**src/rtl/ascon_pkg.sv**
```systemverilog
package ascon_pkg;

    localparam int WORD_W     = 64;
    localparam int NUM_WORDS  = 5;
    localparam int STATE_W    = WORD_W * NUM_WORDS;
    localparam int MAX_ROUNDS = 12;
    localparam int IDX_W      = $clog2(MAX_ROUNDS + 1);
    localparam int RC_W       = 8;

    typedef logic [WORD_W-1:0] word_t;
    // word xk lives at element [NUM_WORDS-1-k], so x0 is the top 64 bits
    typedef logic [NUM_WORDS-1:0][WORD_W-1:0] state_t;
    typedef logic [IDX_W-1:0] rnd_idx_t;

    // rotation pairs of the diffusion layer, indexed by word number k
    localparam int ROT_A [NUM_WORDS] = '{19, 61, 1, 10, 7};
    localparam int ROT_B [NUM_WORDS] = '{28, 39, 6, 17, 41};

    function automatic int word_pos(input int k);
        return NUM_WORDS - 1 - k;
    endfunction

    function automatic word_t ror(input word_t v, input int r);
        return (v >> r) | (v << (WORD_W - r));
    endfunction

    // constant for schedule index i: upper nibble 15-i, lower nibble i
    function automatic logic [RC_W-1:0] round_const(input rnd_idx_t idx);
        logic [3:0] lo;
        lo = idx[3:0];
        return {~lo, lo};
    endfunction

    // one column of the S-box; bit 4 is x0, bit 0 is x4
    function automatic logic [4:0] sbox5(input logic [4:0] col);
        logic a0, a1, a2, a3, a4;
        logic b0, b1, b2, b3, b4;
        a0 = col[4] ^ col[0];
        a1 = col[3];
        a2 = col[2] ^ col[3];
        a3 = col[1];
        a4 = col[0] ^ col[1];
        b0 = a0 ^ (~a1 & a2);
        b1 = a1 ^ (~a2 & a3);
        b2 = a2 ^ (~a3 & a4);
        b3 = a3 ^ (~a4 & a0);
        b4 = a4 ^ (~a0 & a1);
        b1 = b1 ^ b0;
        b0 = b0 ^ b4;
        b3 = b3 ^ b2;
        b2 = ~b2;
        return {b0, b1, b2, b3, b4};
    endfunction

endpackage

```
**src/rtl/ascon_const_add.sv**
```systemverilog
module ascon_const_add
    import ascon_pkg::*;
(
    input  state_t   st_i,
    input  rnd_idx_t idx_i,
    output state_t   st_o
);
    localparam int X2 = 2;

    always_comb begin
        st_o = st_i;
        st_o[word_pos(X2)][RC_W-1:0] = st_i[word_pos(X2)][RC_W-1:0] ^ round_const(idx_i);
    end
endmodule

```
**src/rtl/ascon_sbox_layer.sv**
```systemverilog
module ascon_sbox_layer
    import ascon_pkg::*;
(
    input  state_t st_i,
    output state_t st_o
);
    for (genvar b = 0; b < WORD_W; b++) begin : g_col
        logic [4:0] col_in;
        logic [4:0] col_out;
        for (genvar k = 0; k < NUM_WORDS; k++) begin : g_pack
            assign col_in[NUM_WORDS-1-k]       = st_i[word_pos(k)][b];
            assign st_o[word_pos(k)][b]        = col_out[NUM_WORDS-1-k];
        end
        assign col_out = sbox5(col_in);
    end
endmodule

```
**src/rtl/ascon_linear_layer.sv**
```systemverilog
module ascon_linear_layer
    import ascon_pkg::*;
(
    input  state_t st_i,
    output state_t st_o
);
    for (genvar k = 0; k < NUM_WORDS; k++) begin : g_word
        localparam int RA = ROT_A[k];
        localparam int RB = ROT_B[k];
        word_t w;
        assign w = st_i[word_pos(k)];
        assign st_o[word_pos(k)] = w ^ ror(w, RA) ^ ror(w, RB);
    end
endmodule

```
**src/rtl/ascon_round_seq.sv**
```systemverilog
module ascon_round_seq
    import ascon_pkg::*;
#(
    parameter int LONG_ROUNDS  = 12,
    parameter int SHORT_ROUNDS = 8
) (
    input  logic     clk,
    input  logic     rst,
    input  logic     start_i,
    input  logic     short_i,
    output logic     busy_o,
    output logic     done_o,
    output logic     load_o,
    output logic     step_o,
    output rnd_idx_t idx_o
);
    localparam rnd_idx_t FIRST_LONG  = rnd_idx_t'(MAX_ROUNDS - LONG_ROUNDS);
    localparam rnd_idx_t FIRST_SHORT = rnd_idx_t'(MAX_ROUNDS - SHORT_ROUNDS);
    localparam rnd_idx_t LAST_IDX    = rnd_idx_t'(MAX_ROUNDS - 1);

    assign load_o = start_i && !busy_o;
    assign step_o = busy_o;

    always_ff @(posedge clk) begin
        if (rst) begin
            busy_o <= 1'b0;
            done_o <= 1'b0;
            idx_o  <= '0;
        end else begin
            done_o <= 1'b0;
            if (load_o) begin
                busy_o <= 1'b1;
                idx_o  <= short_i ? FIRST_SHORT : FIRST_LONG;
            end else if (busy_o) begin
                if (idx_o == LAST_IDX) begin
                    busy_o <= 1'b0;
                    done_o <= 1'b1;
                end else begin
                    idx_o <= idx_o + 1'b1;
                end
            end
        end
    end
endmodule

```
**src/rtl/ascon_perm_engine.sv**
```systemverilog
module ascon_perm_engine
    import ascon_pkg::*;
#(
    parameter int LONG_ROUNDS  = 12,
    parameter int SHORT_ROUNDS = 8
) (
    input  logic               clk,
    input  logic               rst,
    input  logic               start_i,
    input  logic               rounds_sel_i,
    input  logic [STATE_W-1:0] state_i,
    output logic               busy_o,
    output logic               done_o,
    output logic [STATE_W-1:0] state_o
);
    state_t   st_q;
    state_t   st_rc;
    state_t   st_sb;
    state_t   st_ld;
    rnd_idx_t idx;
    logic     load;
    logic     step;

    ascon_round_seq #(
        .LONG_ROUNDS (LONG_ROUNDS),
        .SHORT_ROUNDS(SHORT_ROUNDS)
    ) u_seq (
        .clk    (clk),
        .rst    (rst),
        .start_i(start_i),
        .short_i(rounds_sel_i),
        .busy_o (busy_o),
        .done_o (done_o),
        .load_o (load),
        .step_o (step),
        .idx_o  (idx)
    );

    ascon_const_add u_pc (
        .st_i (st_q),
        .idx_i(idx),
        .st_o (st_rc)
    );

    ascon_sbox_layer u_ps (
        .st_i(st_rc),
        .st_o(st_sb)
    );

    ascon_linear_layer u_pl (
        .st_i(st_sb),
        .st_o(st_ld)
    );

    always_ff @(posedge clk) begin
        if (rst) begin
            st_q <= '0;
        end else if (load) begin
            st_q <= state_t'(state_i);
        end else if (step) begin
            st_q <= st_ld;
        end
    end

    assign state_o = st_q;
endmodule

```
**config.mk**
```make
export PLATFORM = sky130hd
export DESIGN_NAME = ascon_perm_engine
export DESIGN_NICKNAME = d
export VERILOG_FILES = /design/src/rtl/ascon_pkg.sv /design/src/rtl/ascon_const_add.sv /design/src/rtl/ascon_sbox_layer.sv /design/src/rtl/ascon_linear_layer.sv /design/src/rtl/ascon_round_seq.sv /design/src/rtl/ascon_perm_engine.sv
export SDC_FILE = /design/constraint.sdc
export NUM_CORES = 1
export LEC_CHECK = 0
export BUFFER_PORTS_ARGS = -buffer_cell sky130_fd_sc_hd__buf_2
export CORE_ASPECT_RATIO = 1.75
export CORE_MARGIN = 2
export CORE_UTILIZATION = 42
export CTS_BUF_LIST = sky130_fd_sc_hd__clkbuf_4 sky130_fd_sc_hd__clkbuf_8
export CTS_CLUSTER_DIAMETER = 50
export DETAILED_ROUTE_END_ITERATION = 16
export HOLD_SLACK_MARGIN = 0.03
export MAX_ROUTING_LAYER = met4
export PLACE_DENSITY = 0.75
export SYNTH_ARGS = -nofsm -noshare
export SYNTH_HDL_FRONTEND = slang
export SYNTH_SLANG_ARGS = --single-unit
```
**constraint.sdc**
```tcl
create_clock -name clk -period 2 [get_ports clk]
set_input_delay 0.3 -clock clk [delete_from_list [all_inputs] [get_ports clk]]
set_output_delay 0.3 -clock clk [all_outputs]
set_load 0.02 [all_outputs]
```
# Word-level counts from Yosys, hierarchy flattened
# Index checks and enable logic that the tools add are counted.
# classes
reduce_logical	5
add_sub_neg	1
muxes	10
eq_ne	2
bitwise_logic	1431
# ops
cell	n
1-bit bitwise XOR	704
320-bit 2-to-1 mux	2
64-bit bitwise XOR	10
1-bit inverter	385
1-bit AND	320
23-bit by 64-bit bitwise OR with 64-bit output	1
25-bit by 64-bit bitwise OR with 64-bit output	1
3-bit by 64-bit bitwise OR with 64-bit output	1
36-bit by 64-bit bitwise OR with 64-bit output	1
45-bit by 64-bit bitwise OR with 64-bit output	1
47-bit by 64-bit bitwise OR with 64-bit output	1
54-bit by 64-bit bitwise OR with 64-bit output	1
57-bit by 64-bit bitwise OR with 64-bit output	1
58-bit by 64-bit bitwise OR with 64-bit output	1
63-bit by 64-bit bitwise OR with 64-bit output	1
4-bit 2-to-1 mux	3
8-bit bitwise XOR	1
4-bit by 1-bit adder with 4-bit output (second input constant)	1
4-bit == test (second input constant)	1
1-bit 2-to-1 mux	4
4-bit inverter	1
3-bit 2-to-1 mux	1
3-bit OR reduction	1
2-bit inequality test (second input constant)	1
4 further kinds	4
# totals
wordCells	1457
ff_bits	326
input_bits	324
output_inout_bits	322

# Longest topological paths before layout
# logic_depth
depth_word	12
ltp_mapped	8
mapped_depth_nobuf	7

# Hierarchy
# A second synthesis with hierarchy kept.
# unflattened
cells_unflattened	3284
hier_area_um2	34167.8
# modules_own_cells
mod	n_inst	area_per_inst_um2	cells_each	seq_area_each_um2
ascon_perm_engine	1	15300.9	1424	6406.1
ascon_sbox_layer	1	8441.8	1189	0.0
ascon_linear_layer	1	7731.2	320	0.0
ascon_const_add	1	2412.3	320	0.0
ascon_round_seq	1	281.5	31	120.1

# Least setup slack after synthesis
# OpenSTA, ideal clock, no wires.
# synth_path
path_type	reg-to-reg
from	reg u_seq.idx_o[0]
to	reg st_q, in the netlist state_o[68]
path_slack_ns	-0.125
path_buffers	1
synth_period_minus_slack_ns	2.125
required_time_ns	1.914
arrival_ns	2.039
stages_incl_launch_ff	9
setup_ns	0.086
path_cell_list	dfxtp_1 > buf_2 > xnor2_1 > ha_1 > xnor2_1 > xnor2_1 > xnor2_1 > xnor2_1 > a211oi_1
# synth_between
elab_chain_len	9
# synth_rtl
item	line_no	source
start, declared	ascon_round_seq.sv:15	output rnd_idx_t idx_o
start signal, assigned	ascon_round_seq.sv:33	idx_o <= short_i ? FIRST_SHORT : FIRST_LONG;
start signal, assigned	ascon_round_seq.sv:39	idx_o <= idx_o + 1'b1;
4-bit inverter	ascon_pkg.sv:31	return {~lo, lo};
8-bit bitwise XOR	ascon_const_add.sv:12	st_o[word_pos(X2)][RC_W-1:0] = st_i[word_pos(X2)][RC_W-1:0] ^ round_const(idx_i);
1-bit bitwise XOR	ascon_pkg.sv:40	a2 = col[2] ^ col[3];
1-bit bitwise XOR	ascon_pkg.sv:45	b2 = a2 ^ (~a3 & a4);
1-bit bitwise XOR	ascon_pkg.sv:50	b3 = b3 ^ b2;
64-bit bitwise XOR (2 in a row)	ascon_linear_layer.sv:12	assign st_o[word_pos(k)] = w ^ ror(w, RA) ^ ror(w, RB);
320-bit 2-to-1 mux	ascon_perm_engine.sv:60	end else if (step) begin
320-bit 2-to-1 mux	ascon_perm_engine.sv:58	end else if (load) begin
end signal, assigned	ascon_perm_engine.sv:59	st_q <= state_t'(state_i);
end signal, assigned	ascon_perm_engine.sv:61	st_q <= st_ld;
end, declared	ascon_perm_engine.sv:16	state_t st_q;
# Every way passes these cells. The select of a mux whose other input is x is not followed.
# A chain may end at the register's enable or synchronous reset.

# Worst setup path after layout
# layout_path
from	reg st_q, in the netlist state_o[63]
to	reg st_q, in the netlist state_o[117]
# layout_between
elab_chain_len	10
word_cells_on_any_way	13
cone_classes	mux: 2; bitwise: 11
# layout_rtl
item	line_no	source
1-bit bitwise XOR	ascon_pkg.sv:42	a4 = col[0] ^ col[1];
1-bit inverter	ascon_pkg.sv:46	b3 = a3 ^ (~a4 & a0);
1-bit AND	ascon_pkg.sv:46	
1-bit bitwise XOR	ascon_pkg.sv:46	
1-bit bitwise XOR *	ascon_pkg.sv:50	
54-bit by 64-bit bitwise OR with 64-bit output *	ascon_pkg.sv:24	return (v >> r) | (v << (WORD_W - r));
64-bit bitwise XOR * (2 in a row)	ascon_linear_layer.sv:12	
320-bit 2-to-1 mux *	ascon_perm_engine.sv:60	
320-bit 2-to-1 mux *	ascon_perm_engine.sv:58	
# Every way passes the cells marked *; elsewhere a longest branch is shown, timed or not. The select of a mux whose other input is x is not followed.

==> results.py <==
metrics = {
    "global_route": {
        "track_usage_pct": 52.8,
        "grt_max_degree": 70,
        "grt_pass1_wl_mm": 257,
        "grt_overflow": 0,
        "antenna_found_initial": 7,
        "grt_pass1_vias": 36152,
    },
    "placement": {
        "place_area_sq_mm": 0.0421,
        "portBuffers": 645,
        "dp_hpwl_mm": 147,
        "gp_congestion": 1.11,
        "dp_cells": 5753,
        "pre_cts_slack_ns": -0.737,
    },
    "synth": {
        "synth_seq_cells": 326,
        "avgSynthCellArea_sq_um": 8.78,
        "synth_nets": 3734,
        "synth_seq_area_share_pct": 22.6,
        "synth_area_sq_mm": 0.0288,
        "ys.warnings.count": 0,
        "syn_inst": 3281,
        "ys_types": 38,
    },
    "worst_setup_path": {
        "timing.critical_path.mode_cell": "xnor2_2",
        "slowest_stage": "xnor2_2",
        "end_kind": "register",
        "path_class": "register to register",
        "critPathMaxStageDelay_ns": 0.57,
        "start_kind": "register",
        "crit_family": "XOR/XNOR gates",
        "cp_max_fo": 4,
        "path_buf_inv": 3,
        "worstPathArrival_ns": 3.07,
        "worstPathRequired_ns": 2.64,
        "cp_cell_sequence": "buf_4 -> inv_1 -> maj3_1 -> xnor2_2 -> buf_12 -> xnor2_2 -> xnor2_1 -> a211oi_1",
    },
    "final_layout": {
        "layout_commonest_cell": "buf_4",
        "seq_area_sq_mm": 0.00678,
        "multiInputGateArea_sq_mm": 0.0278,
        "syn_to_final_growth_pct": 88.9,
        "drive_gt1_share_pct": 54.6,
        "fin_area_sq_mm": 0.0544,
        "fin_cells": 6220,
        "final_cell_mix": "buf_4 (1,022), buf_2 (643), xnor2_1 (484)",
        "fin_nets": 5717,
        "fillCellCount": 3898,
    },
    "timing": {
        "tightestPinTransition_ns": 1.18,
        "slew_headroom_pct": 18.9,
        "whs_ns": 0.0355,
        "skew_ns": 0.0633,
        "worst_slack_ns": -0.430,
        "finalSetupViolCount": 130,
        "rsz0062_at_grt": "yes",
        "drv_slew": 0,
        "fmax_ghz": 0.412,
        "hold_viol_final": 0,
        "min_period_ns": 2.43,
        "finalCritPeriodShare_pct": 122,
    },
    "detailed_routing": {
        "route.detailed.drc": 0,
        "ant_nets": 0,
        "via_per_inst": 5.97,
        "avgRoutedWirePerCell_microns": 32.7,
        "finalWirelength_mm": 203,
        "drt-initial-drc-count": 4014,
        "num_vias": 37103,
        "dr.pass1.iters": 7,
    },
    "cts": {
        "cts_buffer_depth": 3,
        "cts.sinks": 326,
        "cts_tree": "built",
        "clk_transition_reported_paths_ns": 0.08,
        "root_buffer": "clkbuf_8",
        "clock_latency_ns": 0.78,
        "cts-htree-levels": 2,
        "numCtsBuffers": 57,
    },
    "floorplanning": {
        "fp.dieW_microns": 202,
        "core_sq_mm": 0.0682,
        "io_pins": 646,
        "die_y_microns": 351,
        "row_count": 127,
        "start_util_pct": 42.3,
        "die-area_sq_mm": 0.0708,
    },
    "outcome": {
        "status": "finished, violations left",
        "violations": "setup timing",
    },
    "job": {
        "max_cap_violations": 0,
    },
    "worst_hold_path": {
        "hold_path.class": "input pin to register",
    },
}
## registers in the layout (all words and copies together), names as in the netlist
| register | count |
|---|---|
| u_seq.done_o | 1 |
| state_o | 320 |
| u_seq.busy_o | 1 |
| u_seq.idx_o | 4 |
## cell type report
cell class                 count  area share [%]
clock buffer                  87            2.07
timing repair buffer        2102            30.3
multi-input combinational   2553            51.1
clock inverter                18           0.450
tap                          903            2.08
antenna                        7          0.0322
inverter                     224            1.56
sequential                   326            12.5
## metal layers
layer | global-route usage (%) | part of all wire, % | vias up
li1 | - | - | 15062
met1 | 53.2 | 32 | 17561
met2 | 83.6 | 44 | 3061
met3 | 8.46 | 9.8 | 1419
met4 | 57.9 | 15 | 0
met5 | - | 0 | -
## final timing paths
path                              startpoint            to  slack, ns  cells after the start
worst min register to register   state_o[74]   state_o[74]       0.63                      3
worst min-delay path            state_i[313]  state_o[313]       0.04                      3
worst max register to register   state_o[63]  state_o[117]      -0.43                      8
worst max-delay path             state_o[63]  state_o[117]      -0.43                      8
## repair_timing
item                                   CTS  global route
pin swaps                              184           277
setup endpoints to repair              199           229
setup buffers                           56            62
endpoints found under the hold margin  264             0
hold buffers                           264             0
gates resized for setup                555           607
gates cloned                             1             0
## cell usage after synthesis (all sizes together)
| cell | count | area share [%] |
|---|---|---|
| nor3b | 2 | 0.052 |
| xnor3 | 1 | 0.078 |
| buf | 15 | 0.23 |
| a21oi | 9 | 0.20 |
| nand2b | 8 | 0.17 |
| and2b | 1 | 0.026 |
| maj3 | 64 | 2.2 |
| xor2 | 221 | 6.9 |
| nor2 | 84 | 1.1 |
| mux2i | 112 | 3.9 |
| o211a | 189 | 6.6 |
| dfxtp | 326 | 23 |
| inv | 224 | 2.9 |
| nand2 | 308 | 4.0 |
| and3 | 3 | 0.082 |
| o21ai | 17 | 0.30 |
| or2 | 7 | 0.15 |
| ha | 129 | 5.6 |
| a41oi | 1 | 0.030 |
| nor2b | 96 | 2.1 |
| a221oi | 1 | 0.030 |
| nand3 | 1 | 0.017 |
| a211oi | 395 | 10 |
| xnor2 | 882 | 28 |
| nor3 | 4 | 0.069 |
| a2111oi | 18 | 0.65 |
| clkbuf | 163 | 2.1 |
## stage by stage
step,TNS [ns],utilization (%)
floorplan,0,-
global placement,-22.88,61.7
detailed placement,-26.94,61.7
CTS,-0.549,73.6
global route,-13.45,79.9
finish,-9.71,79.9
## cell families after synthesis
group	count (synthesis)	synth area share (%)
mux	112	3.90
xor+xnor	1104	34.5
simple gates	514	7.76
fa+ha+maj	193	7.82
compound gates	630	18.1
flops	326	22.6
buf+inv	402	5.27
## tightest hold or removal path, cell delays in order
cell      delay (ns)
buf_2           0.09
a211oi_2        0.12
a211oi_1        0.21
Power is not shown: default switching activity piles up to over one toggle a cycle in this logic, so the estimate is an artifact.
